### src/rtl/bm_pkg.sv
package bm_pkg;

  localparam int ADDR_W   = 24;
  localparam int ENV_W    = 3;
  localparam int MODE_W   = 3;
  localparam int N_REGION = 12;
  localparam int N_RANGE  = 12;

  typedef enum logic [MODE_W-1:0] {
    MD_INT_EXEC  = 3'd0,
    MD_EXT_EXEC  = 3'd1,
    MD_PROG_LOAD = 3'd2,
    MD_DEVELOP   = 3'd3,
    MD_DEV_INT   = 3'd4
  } bm_mode_e;

  // region bit positions
  localparam int RG_PFLASH = 0;
  localparam int RG_DFLASH = 1;
  localparam int RG_SYSRAM = 2;
  localparam int RG_RADIO  = 3;
  localparam int RG_SEQ    = 4;
  localparam int RG_CAN    = 5;
  localparam int RG_LINK   = 6;
  localparam int RG_EXT1   = 7;
  localparam int RG_EXT2   = 8;
  localparam int RG_PERIPH = 9;
  localparam int RG_SYSIO  = 10;
  localparam int RG_RESV   = 11;

  localparam int ZONE0_LO  = RG_SYSRAM;
  localparam int ZONE0_HI  = RG_LINK;

  // Inclusive bounds of each populated range
  function automatic logic [ADDR_W-1:0] range_lo(input int idx);
    case (idx)
      0:       range_lo = 24'h000000;
      1:       range_lo = 24'h0D0000;
      2:       range_lo = 24'h0E8000;
      3:       range_lo = 24'h0EE800;
      4:       range_lo = 24'h0EEC00;
      5:       range_lo = 24'h0EF000;
      6:       range_lo = 24'h0EF180;
      7:       range_lo = 24'h100000;
      8:       range_lo = 24'h400000;
      9:       range_lo = 24'hFF0000;
      10:      range_lo = 24'hFFF600;
      default: range_lo = 24'hFFFC00;
    endcase
  endfunction

  function automatic logic [ADDR_W-1:0] range_hi(input int idx);
    case (idx)
      0:       range_hi = 24'h03FFFF;
      1:       range_hi = 24'h0D1FFF;
      2:       range_hi = 24'h0E91FF;
      3:       range_hi = 24'h0EEBFF;
      4:       range_hi = 24'h0EEFFF;
      5:       range_hi = 24'h0EF13F;
      6:       range_hi = 24'h0EF1FF;
      7:       range_hi = 24'h3FFFFF;
      8:       range_hi = 24'h7FFFFF;
      9:       range_hi = 24'hFFF1FF;
      10:      range_hi = 24'hFFFBFF;
      default: range_hi = 24'hFFFFFF;
    endcase
  endfunction

  // Which region bit each range reports into
  function automatic int range_region(input int idx);
    if (idx == N_RANGE - 1) range_region = RG_PERIPH;
    else                    range_region = idx;
  endfunction

  function automatic bm_mode_e env_to_mode(input logic [ENV_W-1:0] env,
                                           input logic empty);
    case (env)
      3'b111:  env_to_mode = empty ? MD_PROG_LOAD : MD_INT_EXEC;
      3'b011:  env_to_mode = empty ? MD_PROG_LOAD : MD_EXT_EXEC;
      3'b110:  env_to_mode = MD_PROG_LOAD;
      3'b100:  env_to_mode = MD_DEV_INT;
      default: env_to_mode = MD_DEVELOP;
    endcase
  endfunction

endpackage

### src/rtl/bm_mode_latch.sv
module bm_mode_latch
  import bm_pkg::*;
(
  input  logic             clk,
  input  logic             rst_n,
  input  logic [ENV_W-1:0] env_pins,
  input  logic             flash_empty,
  output bm_mode_e         mode,
  output logic             locked
);

  bm_mode_e mode_q;
  logic     locked_q;

  always_ff @(posedge clk or negedge rst_n) begin
    if (!rst_n) begin
      mode_q   <= MD_DEVELOP;
      locked_q <= 1'b0;
    end else if (!locked_q) begin
      mode_q   <= env_to_mode(env_pins, flash_empty);
      locked_q <= 1'b1;
    end
  end

  assign mode   = mode_q;
  assign locked = locked_q;

endmodule

### src/rtl/bm_region_decode.sv
module bm_region_decode
  import bm_pkg::*;
(
  input  logic [ADDR_W-1:0]   addr,
  output logic [N_REGION-1:0] raw_hit
);

  logic [N_RANGE-1:0] range_hit;

  for (genvar g = 0; g < N_RANGE; g++) begin : g_range
    localparam logic [ADDR_W-1:0] LO = range_lo(g);
    localparam logic [ADDR_W-1:0] HI = range_hi(g);
    if (LO == '0) begin : g_zero_base
      assign range_hit[g] = (addr <= HI);
    end else if (HI == '1) begin : g_top_end
      assign range_hit[g] = (addr >= LO);
    end else begin : g_mid
      assign range_hit[g] = (addr >= LO) && (addr <= HI);
    end
  end

  always_comb begin
    raw_hit = '0;
    for (int r = 0; r < N_RANGE; r++) begin
      if (range_hit[r]) raw_hit[range_region(r)] = 1'b1;
    end
  end

endmodule

### src/rtl/bm_route.sv
module bm_route
  import bm_pkg::*;
(
  input  bm_mode_e            mode,
  input  logic [N_REGION-1:0] raw_hit,
  output logic [N_REGION-1:0] region_sel,
  output logic                is_external,
  output logic                reserved_err
);

  logic is_flash;
  logic is_zone0;
  logic is_xzone;
  logic unmapped;

  assign is_flash = raw_hit[RG_PFLASH] | raw_hit[RG_DFLASH];
  assign is_zone0 = |raw_hit[ZONE0_HI:ZONE0_LO];
  assign is_xzone = raw_hit[RG_EXT1] | raw_hit[RG_EXT2];
  assign unmapped = (raw_hit == '0);

  always_comb begin
    region_sel  = raw_hit;
    is_external = 1'b0;
    unique case (mode)
      MD_INT_EXEC, MD_PROG_LOAD: begin
        if (is_xzone) region_sel = '0;
      end
      MD_EXT_EXEC: is_external = is_xzone;
      MD_DEV_INT:  is_external = is_flash | is_xzone;
      default:     is_external = is_flash | is_zone0 | is_xzone;
    endcase
    if (unmapped || region_sel == '0) begin
      region_sel          = '0;
      region_sel[RG_RESV] = 1'b1;
      is_external         = 1'b0;
    end
  end

  assign reserved_err = region_sel[RG_RESV];

endmodule

### src/rtl/boot_map_decoder.sv
module boot_map_decoder
  import bm_pkg::*;
(
  input  logic                clk,
  input  logic                rst_n,
  input  logic [ENV_W-1:0]    env_pins,
  input  logic                flash_empty,
  input  logic [ADDR_W-1:0]   addr,
  output logic [MODE_W-1:0]   mode,
  output logic                mode_valid,
  output logic [N_REGION-1:0] region_sel,
  output logic                is_external,
  output logic                reserved_err
);

  bm_mode_e            cur_mode;
  logic [N_REGION-1:0] raw_hit;

  bm_mode_latch u_latch (
    .clk        (clk),
    .rst_n      (rst_n),
    .env_pins   (env_pins),
    .flash_empty(flash_empty),
    .mode       (cur_mode),
    .locked     (mode_valid)
  );

  bm_region_decode u_decode (
    .addr   (addr),
    .raw_hit(raw_hit)
  );

  bm_route u_route (
    .mode        (cur_mode),
    .raw_hit     (raw_hit),
    .region_sel  (region_sel),
    .is_external (is_external),
    .reserved_err(reserved_err)
  );

  assign mode = cur_mode;

endmodule

### config.mk
export PLATFORM = sky130hd
export DESIGN_NAME = boot_map_decoder
export DESIGN_NICKNAME = d
export VERILOG_FILES = /design/src/rtl/bm_pkg.sv /design/src/rtl/bm_mode_latch.sv /design/src/rtl/bm_region_decode.sv /design/src/rtl/bm_route.sv /design/src/rtl/boot_map_decoder.sv
export SDC_FILE = /design/constraint.sdc
export NUM_CORES = 1
export LEC_CHECK = 0
export ABC_AREA = 1
export BUFFER_PORTS_ARGS = -buffer_cell sky130_fd_sc_hd__buf_2
export CAP_MARGIN = 0
export CORE_MARGIN = 2
export CORE_UTILIZATION = 46
export CTS_CLUSTER_DIAMETER = 60
export CTS_CLUSTER_SIZE = 30
export DETAILED_ROUTE_END_ITERATION = 10
export PLACE_DENSITY_LB_ADDON = 0.05
export SETUP_SLACK_MARGIN = 0.5
export SYNTH_ARGS = -nofsm -noshare
export SYNTH_HDL_FRONTEND = slang
export SYNTH_HIERARCHICAL = 1
export SYNTH_SLANG_ARGS = --single-unit
### constraint.sdc
create_clock -name clk -period 2.4 [get_ports clk]
set_clock_uncertainty 0.05 [all_clocks]
set_input_delay 0 -clock clk [delete_from_list [all_inputs] [get_ports clk]]
set_output_delay 0 -clock clk [all_outputs]
set_load 0.01 [all_outputs]
==> results of run 1 <==
## cell type report
cell class,count,area share (%)
Clock buffer,3,2.18
Inverter,29,10.5
Multi-Input combinational cell,109,52.7
Sequential cell,4,9.92
Tap cell,16,1.93
Timing Repair Buffer,44,22.7
## flip-flops by register name, summed over array words and instances, names as in the netlist
name            count
u_latch/mode        3
u_latch/locked      1
## layer usage
metal	global-route usage, %	vias to the layer above
met2	32.3	36
met3	4.80	0
met4	3.53	0
met5	0	-
li1	-	532
met1	26.4	403
## final timing paths
path / start / end
max: env_pins[2] / u_latch/mode[0]
min: env_pins[1] / u_latch/mode[1]
max reg2reg: u_latch/mode[0] / u_latch/mode[0]
min reg2reg: u_latch/mode[1] / u_latch/mode[1]
max in group asynchronous: rst_n / u_latch/mode[0]
min in group asynchronous: rst_n / u_latch/mode[2]
## report_power, final
group	internal (uW)	total (uW)	switching [uW]	leakage (uW)
logic	52.8	129	75.8	0.000557
clock network	56.0	85.4	29.4	0.0000138
registers	76.0	84.7	8.66	0.0000462
## kinds of logic (layout without fill, tap and decap cells)
logic type	after synthesis	count (layout)	share of synthesized area (%)
other	2	2	0.973
buffers and inverters	31	76	16.0
DFF	4	4	13.3
AOI/OAI and AO/OA	15	15	11.8
and+or+nand+nor	92	92	57.9
## worst reg2reg max path, cell delays in order, from the launching register on
cell and delay (ns):
sky130_fd_sc_hd__dfstp_2 0.59, sky130_fd_sc_hd__nor2_1 0.06, sky130_fd_sc_hd__nor2_1 0.10
## per-stage QoR
stage / utilization (%) / hold WS [ns] / area [sq um]
global placement: 63.7 / -0.246 / 982
global route: 67.1 / 0.0473 / 1030
CTS: 67.1 / 0.0212 / 1030
floorplan: - / -0.346 / 772
finish: 67.1 / 0.0223 / 1030
detailed placement: 63.7 / -0.242 / 982
## Yosys cell counts
cell type	n	area share [%]
sky130_fd_sc_hd__conb_1	2	0.97
sky130_fd_sc_hd__nand3_1	9	5.8
sky130_fd_sc_hd__nor3_1	3	1.9
sky130_fd_sc_hd__buf_4	2	1.9
sky130_fd_sc_hd__dfrtp_1	2	6.5
sky130_fd_sc_hd__o21ai_2	1	1.1
sky130_fd_sc_hd__nand4_1	2	1.6
sky130_fd_sc_hd__a21boi_0	4	3.9
sky130_fd_sc_hd__nor2_2	1	0.81
sky130_fd_sc_hd__o21ai_1	1	0.65
sky130_fd_sc_hd__nand2_4	1	1.5
sky130_fd_sc_hd__nand2_1	34	17
sky130_fd_sc_hd__inv_1	28	14
sky130_fd_sc_hd__o21ai_0	2	1.3
sky130_fd_sc_hd__and3_1	1	0.81
sky130_fd_sc_hd__or2_2	1	0.81
sky130_fd_sc_hd__o21a_1	1	0.97
sky130_fd_sc_hd__nor2_4	5	7.3
sky130_fd_sc_hd__inv_2	1	0.49
sky130_fd_sc_hd__nand2_2	2	1.6
sky130_fd_sc_hd__nand4_2	1	1.6
sky130_fd_sc_hd__nor3_2	2	2.6
sky130_fd_sc_hd__dfstp_2	2	6.8
sky130_fd_sc_hd__a21oi_1	6	3.9
sky130_fd_sc_hd__nor2_1	29	14
sky130_fd_sc_hd__nor4_1	1	0.81
## repair_timing
| action | in CTS | in global routing |
|---|---|---|
| endpoints found under the hold margin | 6 | 0 |
| hold buffers | 3 | 0 |
| gates resized for setup | 0 | 0 |
==> run_results.csv, run 1 <==
group,metric,value,unit
floorplanning,floorplan.io_pins,48,
setup_path,reg2reg_slack,1.54,ns
floorplanning,die_h,45.0,um
floorplanning,placement_rows,14,
floorplanning,die-width,45.0,um
sta,final.setup.worst_slack,1.04,ns
layout,multiInputGateArea,546,sq um
sta,final_max_slew_viol_count,0,
floorplanning,dieArea,2020,sq um
layout,drive_gt1_share,32.3,%
detailed_routing,routed_via_density,4.74,
cts,cts-root-buf,"sky130_fd_sc_hd__clkbuf_4",
detailed_routing,wirelength,1890,um
cts,cts.clk_slew.worst_paths,0.04,ns
sta,setup_repair_after_global_routing_missed_its_margin,"no",
yosys,mappedNetlistNets,174,
setup_path,number_of_gates_on_the_worst_path_with_buffers_counted,6,
setup_path,crit_slowest_cell,"sky130_fd_sc_hd__dlygate4sd3_1",
setup_path,cp-end-kind,"flip-flop",
sta,final_min_period_over_clock_period,56.8,%
grt,grtUsageTotal,19.7,%
worst_hold_path,hold_depth,4,
detailed_routing,drt-pass1-iter-count,4,
detailed_routing,routedWlPerCell,9.20,um
detailed_routing,drc,0,
sta,finalSetupViolations,0,
pwr,vdd_drop_max,381,uV
grt,wire_length_of_the_first_global_routing_pass,3020,um
grt,grt_max_degree,11,
layout,num_antenna_cells,0,
cts,cts_buffer_count,3,
yosys,ys_ff_latch,4,
grt,first_global_vias,761,
setup_path,timing.critical_path.slowest_cell_delay,0.58,ns
floorplanning,coreArea,1540,sq um
layout,layout.cells.most_common_list,"sky130_fd_sc_hd__buf_2 (41), sky130_fd_sc_hd__nand2_1 (34), sky130_fd_sc_hd__nor2_1 (29), sky130_fd_sc_hd__inv_1 (28), sky130_fd_sc_hd__nand3_1 (9)",
yosys,ys_seq_area_share,13.3,%
placement,dp_slack,1.06,ns
detailed_routing,highest_layer,"met3",
setup_path,cp.arrival,1.48,ns
setup_path,worstPathCellList,"dlygate4sd3_1, buf_2, a21oi_1, dlygate4sd3_1, nor2_1, nor2_1",
floorplanning,starting_utilization_of_the_core_area,50.1,%
placement,routabilityCongestion,0.893,
setup_path,critical_path_class,"in -> reg",
detailed_routing,routed-wl-met3,124,um
cts,cts_num_sinks,4,
sta,fin_tns_setup,0,ns
yosys,syn_area_per_cell,5.36,sq um
placement,dpl.cell_count,199,
cts,tritoncts_clock_tree,"built",
layout,finalNetCount,221,
pwr,report.power.total,299,uW
setup_path,timing.critical_path.from_type,"primary input",
sta,hold_violations,0,
worst_hold_path,min-delay-path-class,"in -> reg",
sta,layout_min_cycle_time,1.36,ns
cts,h-tree-depth,1,
yosys,post_synth_num_cell_types,26,
flow_run,cap_violations,0,
layout,register_area,103,sq um
layout,layout.cells.most_common,"sky130_fd_sc_hd__buf_2",
layout,area_growth,34.0,%
detailed_routing,wl_met2,867,um
placement,detailedPlacementHpwl,1580,um
placement,port-buffer-count,41,
pwr,power_density,289,nW/um^2
layout,filler_cell_count,154,
setup_path,worst_path_dominant_cell_family,"buffers and inverters",
layout,layoutNonFillerInstCount,205,
cts,ctsLongestPathBuffers,2,
outcome,run_status,"finished clean",
cts,cts.repair_timing.setup_buffer_count,0,
yosys,synth.cell_area,772,sq um
setup_path,r2r.worst_path.cells,2,
setup_path,timing.critical_path.buf_inv,3,
grt,gr-total-overflow,0,
detailed_routing,wirelength_met1,894,um
pwr,power.static_leakage,0.000617,uW
detailed_routing,first_iter_violations,25,
setup_path,crit_required,2.52,ns
yosys,synthesized_instance_count,144,
setup_path,worstPathMaxFanout,2,
detailed_routing,num_vias,971,
sta,maximum_clock_frequency,0.734,GHz
cts,clkLatencyLatePin,0.23,ns
detailed_routing,antenna_left,0,
yosys,number_of_warnings_reported_in_the_yosys_synthesis_log,6,
grt,grt_antenna_before_repair,0,
(Power assumes the default switching activity.)
==> inputs of run 2 (changes only) <==
--- a/config.mk
+++ b/config.mk
@@ -8,8 +8,9 @@
 export ABC_AREA = 1
 export BUFFER_PORTS_ARGS = -buffer_cell sky130_fd_sc_hd__buf_2
 export CAP_MARGIN = 0
+export CORE_ASPECT_RATIO = 1.4
 export CORE_MARGIN = 2
-export CORE_UTILIZATION = 46
+export CORE_UTILIZATION = 38
 export CTS_CLUSTER_DIAMETER = 60
 export CTS_CLUSTER_SIZE = 30
 export DETAILED_ROUTE_END_ITERATION = 10
==> constraint.sdc (replaced) <==
create_clock -name clk -period 1.2 [get_ports clk]
set_clock_uncertainty 0.05 [all_clocks]
set_input_delay 0 -clock clk [delete_from_list [all_inputs] [get_ports clk]]
set_output_delay 0 -clock clk [all_outputs]
set_load 0.01 [all_outputs]
==> run 2 against run 1 <==
The flow now finishes with violations (hold timing, setup timing). First-iteration DRC count fell by 44%. Via count rose by 10%. Critical endpoint is now region_sel[4]. Cell count rose by 12%. Sequential cell count did not move. Clock-buffer cell count rose by 1. Critical path depth fell by 1. Largest cell class unchanged.
==> run_results.csv, run 2 (synthesis gave the netlist of run 1 again) <==
group,metric,value,unit
outcome,failed_checks,"hold timing, setup timing",
detailed_routing,routedWlPerCell,10.5,um
sta,layout_min_cycle_time,1.36,ns
worst_hold_path,hold_depth,4,
setup_path,r2r-end,"u_latch/mode[0]",
placement,dp_slack,-0.113,ns
flow_run,cap_violations,0,
layout,layoutNonFillerInstCount,230,
worst_hold_path,worst_hold_startpoint,"env_pins[2]",
setup_path,cp-end-kind,"output port",
setup_path,timing.critical_path.from_type,"flip-flop",
setup_path,r2r.worst_path.cells,3,
sta,final_min_period_over_clock_period,113,%
floorplanning,placement_rows,19,
layout,finalNetCount,240,
floorplanning,floorplan.io_pins,48,
worst_hold_path,min-delay-path-class,"in -> reg",
sta,finalSetupViolations,14,
cts,h-tree-depth,1,
placement,port-buffer-count,41,
layout,drive_gt1_share,52.6,%
detailed_routing,first_iter_violations,14,
placement,routabilityCongestion,0.814,
grt,gr-total-overflow,0,
setup_path,critical_path_class,"reg -> out",
detailed_routing,wirelength,2420,um
grt,grt_antenna_before_repair,0,
outcome,run_status,"finished with violations",
setup_path,reg2reg_slack,0.24,ns
pwr,vdd_drop_max,755,uV
cts,cts.clk_slew.worst_paths,0.04,ns
layout,final_util,70.0,%
floorplanning,dieArea,2410,sq um
sta,final.setup.worst_slack,-0.157,ns
setup_path,worstPathMaxFanout,10,
detailed_routing,routed_via_density,4.66,
pwr,power_density,548,nW/um^2
cts,cts_num_sinks,4,
layout,area_growth,76.7,%
detailed_routing,drc,0,
grt,first_global_vias,976,
placement,dpl.cell_count,218,
pwr,power.static_leakage,0.000756,uW
setup_path,crit_required,1.15,ns
sta,final_max_slew_viol_count,0,
cts,clkLatencyLatePin,0.24,ns
grt,grt_max_degree,11,
floorplanning,die-width,42.1,um
setup_path,cp.arrival,1.31,ns
cts,tritoncts_clock_tree,"built",
detailed_routing,drt-pass1-iter-count,4,
sta,holdWs,-0.0367,ns
placement,detailedPlacementHpwl,1870,um
cts,cts-root-buf,"sky130_fd_sc_hd__clkbuf_4",
grt,grtUsageTotal,20.1,%
layout,layout.cells.most_common_list,"sky130_fd_sc_hd__buf_2 (31), sky130_fd_sc_hd__nand2_1 (29), sky130_fd_sc_hd__inv_1 (25), sky130_fd_sc_hd__nor2_1 (20), sky130_fd_sc_hd__buf_4 (19)",
sta,setup_repair_after_global_routing_missed_its_margin,"yes",
cts,ctsLongestPathBuffers,2,
floorplanning,die_h,57.3,um
setup_path,rr_startpoint,"u_latch/mode[0]",
cts,post_cts_hold_buffers,1,
floorplanning,starting_utilization_of_the_core_area,39.6,%
layout,num_antenna_cells,0,
layout,number_of_flip_flops_in_the_largest_register,3,
cts,cts_buffer_count,3,
sta,hold_violations,1,
worst_hold_path,min_delay_worst_endpoint,"u_latch/mode[0]",
grt,wire_length_of_the_first_global_routing_pass,3880,um
detailed_routing,num_vias,1071,
detailed_routing,antenna_left,0,
pwr,report.power.total,747,uW
layout,layout.cells.most_common,"sky130_fd_sc_hd__buf_2",
sta,maximum_clock_frequency,0.737,GHz
floorplanning,coreArea,1950,sq um
run 2: changes by cell type in the layout (fill, tap and decap cells not counted), sizes merged:
cell / change
buf: +21
clkbuf: +1
dlygate4sd3: -2
run 2: worst max-delay path, cell delays in order, from the launching register on:
cell and delay, ns:
sky130_fd_sc_hd__dfrtp_2 0.43, sky130_fd_sc_hd__nor2_4 0.28, sky130_fd_sc_hd__nand2_2 0.11, sky130_fd_sc_hd__inv_2 0.08, sky130_fd_sc_hd__nor2_2 0.03, sky130_fd_sc_hd__buf_2 0.12
run 2: per-stage QoR:
step                cell area, sq um  TNS [ns]
floorplan                        802         0
global placement                1120    -0.205
detailed placement              1120    -0.379
CTS                             1240     -1.09
global route                    1360     -2.11
finish                          1360     -1.14
run 2: layout make-up:
type / instances / area [sq um]
repair buffers: 63 / 447
clock buffers: 4 / 26.3
well taps: 21 / 26.3
flip-flops and latches: 4 / 105
multi-input cells: 109 / 651
fillers: 187 / 586
inverters: 29 / 109
run 2: how the worst max path moves through the flow:
stage	start	to	slack, ns
global placement	addr[21]	is_external	-0.07
CTS	u_latch/mode[0]	is_external	-0.13
finish	u_latch/mode[2]	region_sel[4]	-0.16
global route	addr[22]	is_external	-0.25
detailed placement	addr[22]	is_external	-0.11
floorplan	addr[21]	region_sel[11]	0.14
run 2: metal layers:
| metal | share of wire [%] | up-vias | wire length (um) | track usage (%) |
|---|---|---|---|---|
| met3 | 3.3 | 2 | 80 | 0.949 |
| met5 | 0 | - | 0 | 0 |
| met1 | 36 | 478 | 873 | 22.3 |
| met4 | 0.79 | 0 | 19 | 4.02 |
| li1 | - | 568 | - | - |
| met2 | 60 | 23 | 1440 | 41.3 |
run 2: repair_timing:
action	4_1_cts	5_1_grt
buffers inserted	4	3
endpoints found under the setup margin	21	21
hold endpoints to repair	5	1
pin swaps	2	3
gates resized for setup	13	30
run 2: where the power goes:
part	leakage [uW]	internal (uW)	total [uW]	switching, uW
Sequential	0.0000437	153	172	19.6
Clock	0.0000150	125	190	64.3
Combinational	0.000697	186	385	199
Total	0.000756	464	747	283
==> inputs of run 3 (changes only) <==
--- a/config.mk
+++ b/config.mk
@@ -9,7 +9,7 @@
 export BUFFER_PORTS_ARGS = -buffer_cell sky130_fd_sc_hd__buf_2
 export CAP_MARGIN = 0
 export CORE_ASPECT_RATIO = 1.4
-export CORE_MARGIN = 2
+export CORE_MARGIN = 1
 export CORE_UTILIZATION = 38
 export CTS_CLUSTER_DIAMETER = 60
 export CTS_CLUSTER_SIZE = 30
==> run 3 against run 2 <==
The flow finishes with violations (setup timing). Critical path depth is 1 higher. Cell count is 2.2% higher. Critical endpoint is now is_external. Sequential cell count is the same.
==> run_results.csv, run 3 (synthesis gave the netlist of run 1 again) <==
group,metric,value,unit
setup_path,cp.arrival,1.31,ns
detailed_routing,antenna_left,0,
layout,drive_gt1_share,51.2,%
layout,number_of_flip_flops_in_the_largest_register,3,
layout,post-route-cell-area,1390,sq um
sta,finalSetupViolations,14,
floorplanning,dieArea,2220,sq um
detailed_routing,highest_layer,"met4",
setup_path,timing.critical_path.buf_inv,2,
grt,grtUsageTotal,24.8,%
pwr,power.static_leakage,0.000781,uW
setup_path,crit_required,1.15,ns
outcome,failed_checks,"setup timing",
sta,final_max_slew_viol_count,0,
detailed_routing,first_iter_violations,11,
sta,fin_tns_setup,-1.01,ns
layout,layout.cells.most_common,"sky130_fd_sc_hd__buf_2",
detailed_routing,wirelength_met1,996,um
pwr,power_density,564,nW/um^2
cts,cts_num_sinks,4,
layout,layout.cells.most_common_list,"sky130_fd_sc_hd__buf_2 (31), sky130_fd_sc_hd__nand2_1 (30), sky130_fd_sc_hd__inv_1 (26), sky130_fd_sc_hd__buf_4 (23), sky130_fd_sc_hd__nor2_1 (19)",
worst_hold_path,worst_hold_startpoint,"env_pins[2]",
floorplanning,die_h,55.3,um
grt,gr-total-overflow,0,
detailed_routing,wirelength,2680,um
grt,grt_max_degree,10,
setup_path,worstPathCellList,"buf_4, a21oi_1, nor2_1, nand2_1, nand2_2, buf_6",
cts,h-tree-depth,1,
floorplanning,floorplan.io_pins,48,
setup_path,r2r.worst_path.cells,3,
cts,clkLatencyLatePin,0.24,ns
cts,cts.clk_slew.worst_paths,0.05,ns
sta,layout_min_cycle_time,1.36,ns
floorplanning,die-width,40.1,um
worst_hold_path,min_delay_worst_endpoint,"u_latch/mode[2]",
setup_path,worstPathMaxFanout,4,
detailed_routing,drt-pass1-iter-count,4,
worst_hold_path,hold_depth,3,
placement,routabilityCongestion,0.744,
floorplanning,coreArea,1820,sq um
detailed_routing,drc,0,
setup_path,critical_path_class,"reg -> out",
detailed_routing,routed-wl-met3,103,um
placement,detailedPlacementHpwl,1860,um
sta,setup_repair_after_global_routing_missed_its_margin,"yes",
outcome,run_status,"finished with violations",
grt,wire_length_of_the_first_global_routing_pass,4060,um
layout,area_growth,80.4,%
setup_path,crit_slowest_cell,"sky130_fd_sc_hd__dfrtp_2",
setup_path,worst_path_dominant_cell_family,"flip-flops",
setup_path,rr_startpoint,"u_latch/mode[0]",
floorplanning,placement_rows,18,
cts,cts-root-buf,"sky130_fd_sc_hd__clkbuf_4",
pwr,vdd_drop_max,611,uV
floorplanning,starting_utilization_of_the_core_area,42.3,%
detailed_routing,routed_via_density,4.85,
setup_path,reg2reg_slack,0.18,ns
sta,maximum_clock_frequency,0.736,GHz
sta,final_min_period_over_clock_period,113,%
cts,ctsLongestPathBuffers,2,
cts,tritoncts_clock_tree,"built",
flow_run,cap_violations,0,
grt,first_global_vias,1048,
layout,finalNetCount,246,
placement,port-buffer-count,41,
sta,final.setup.worst_slack,-0.159,ns
detailed_routing,routedWlPerCell,11.4,um
sta,hold_violations,0,
placement,post_dp_cell_area,1120,sq um
detailed_routing,num_vias,1139,
layout,filler_cell_count,150,
layout,num_antenna_cells,0,
worst_hold_path,min-delay-path-class,"in -> reg",
detailed_routing,wl_met2,1570,um
setup_path,cp-end-kind,"output port",
setup_path,r2r-end,"u_latch/mode[0]",
cts,cts_buffer_count,3,
setup_path,timing.critical_path.slowest_cell_delay,0.44,ns
setup_path,timing.critical_path.from_type,"flip-flop",
grt,grt_antenna_before_repair,0,
==> run 3: cell types whose count changed in the layout (fill, tap and decap cells not counted), moves of 2 or more <==
cell / previous run / this run
sky130_fd_sc_hd__a21boi_2: 3 / 1
sky130_fd_sc_hd__buf_4: 19 / 23
sky130_fd_sc_hd__nor2_2: 8 / 10
sky130_fd_sc_hd__nand2_2: 6 / 4
sky130_fd_sc_hd__buf_6: 11 / 13
==> run 3: worst max-delay path by stage <==
| stage | from | endpoint | slack, ns | cells after the start |
|---|---|---|---|---|
| 6_report | u_latch/mode[2] | is_external | -0.16 | 6 |
| 5_1_grt | u_latch/mode[0] | is_external | -0.25 | 7 |
| 4_1_cts | u_latch/mode[0] | is_external | -0.11 | 7 |
| 3_5_place_dp | addr[22] | is_external | -0.14 | 14 |
| 3_3_place_gp | addr[21] | is_external | -0.12 | 14 |
| 2_1_floorplan | addr[21] | region_sel[11] | 0.14 | 12 |
==> run 3: layout make-up <==
class / instances / area (sq um) / share of cell area [%]
inverters: 29 / 109 / 7.82
well taps: 20 / 25.0 / 1.80
repair buffers: 69 / 499 / 35.8
clock buffers: 4 / 26.3 / 1.89
flip-flops and latches: 4 / 104 / 7.46
multi-input cells: 109 / 629 / 45.2
==> run 3: worst reg2reg max path, stage by stage, from the launching register on <==
cell and delay (ns):
sky130_fd_sc_hd__dfstp_2 0.59, sky130_fd_sc_hd__buf_4 0.13, sky130_fd_sc_hd__nor2_1 0.04, sky130_fd_sc_hd__nor2_1 0.13
==> run 3: per-stage QoR <==
stage	utilization, %	instances	power [uW]	worst slack (ns)	hold WS (ns)
finish	76.3	235	786	-0.159	0.0146
global route	76.3	235	840	-0.246	0.0209
CTS	72.0	232	735	-0.105	0.0140
detailed placement	61.5	217	464	-0.135	-0.247
global placement	61.5	217	456	-0.118	-0.247
floorplan	-	144	328	0.136	-0.346
==> run 3: power breakdown <==
| group | internal, uW | switching (uW) | total (uW) |
|---|---|---|---|
| logic | 213 | 212 | 425 |
| clock network | 125 | 65.4 | 191 |
| registers | 152 | 17.6 | 170 |
| total | 490 | 295 | 786 |
==> run 3: per-layer routing <==
metal	track usage [%]	up-vias
met5	0	-
met4	5.42	0
met3	2.01	2
met2	48.8	32
met1	24.9	527
li1	-	578
==> run 3: what timing repair did <==
action,4_1_cts,5_1_grt
hold buffers,1,0
setup endpoints to repair,21,21
resized for setup,18,16
pin swaps,9,5
endpoints found under the hold margin,4,0
buffers inserted,10,3
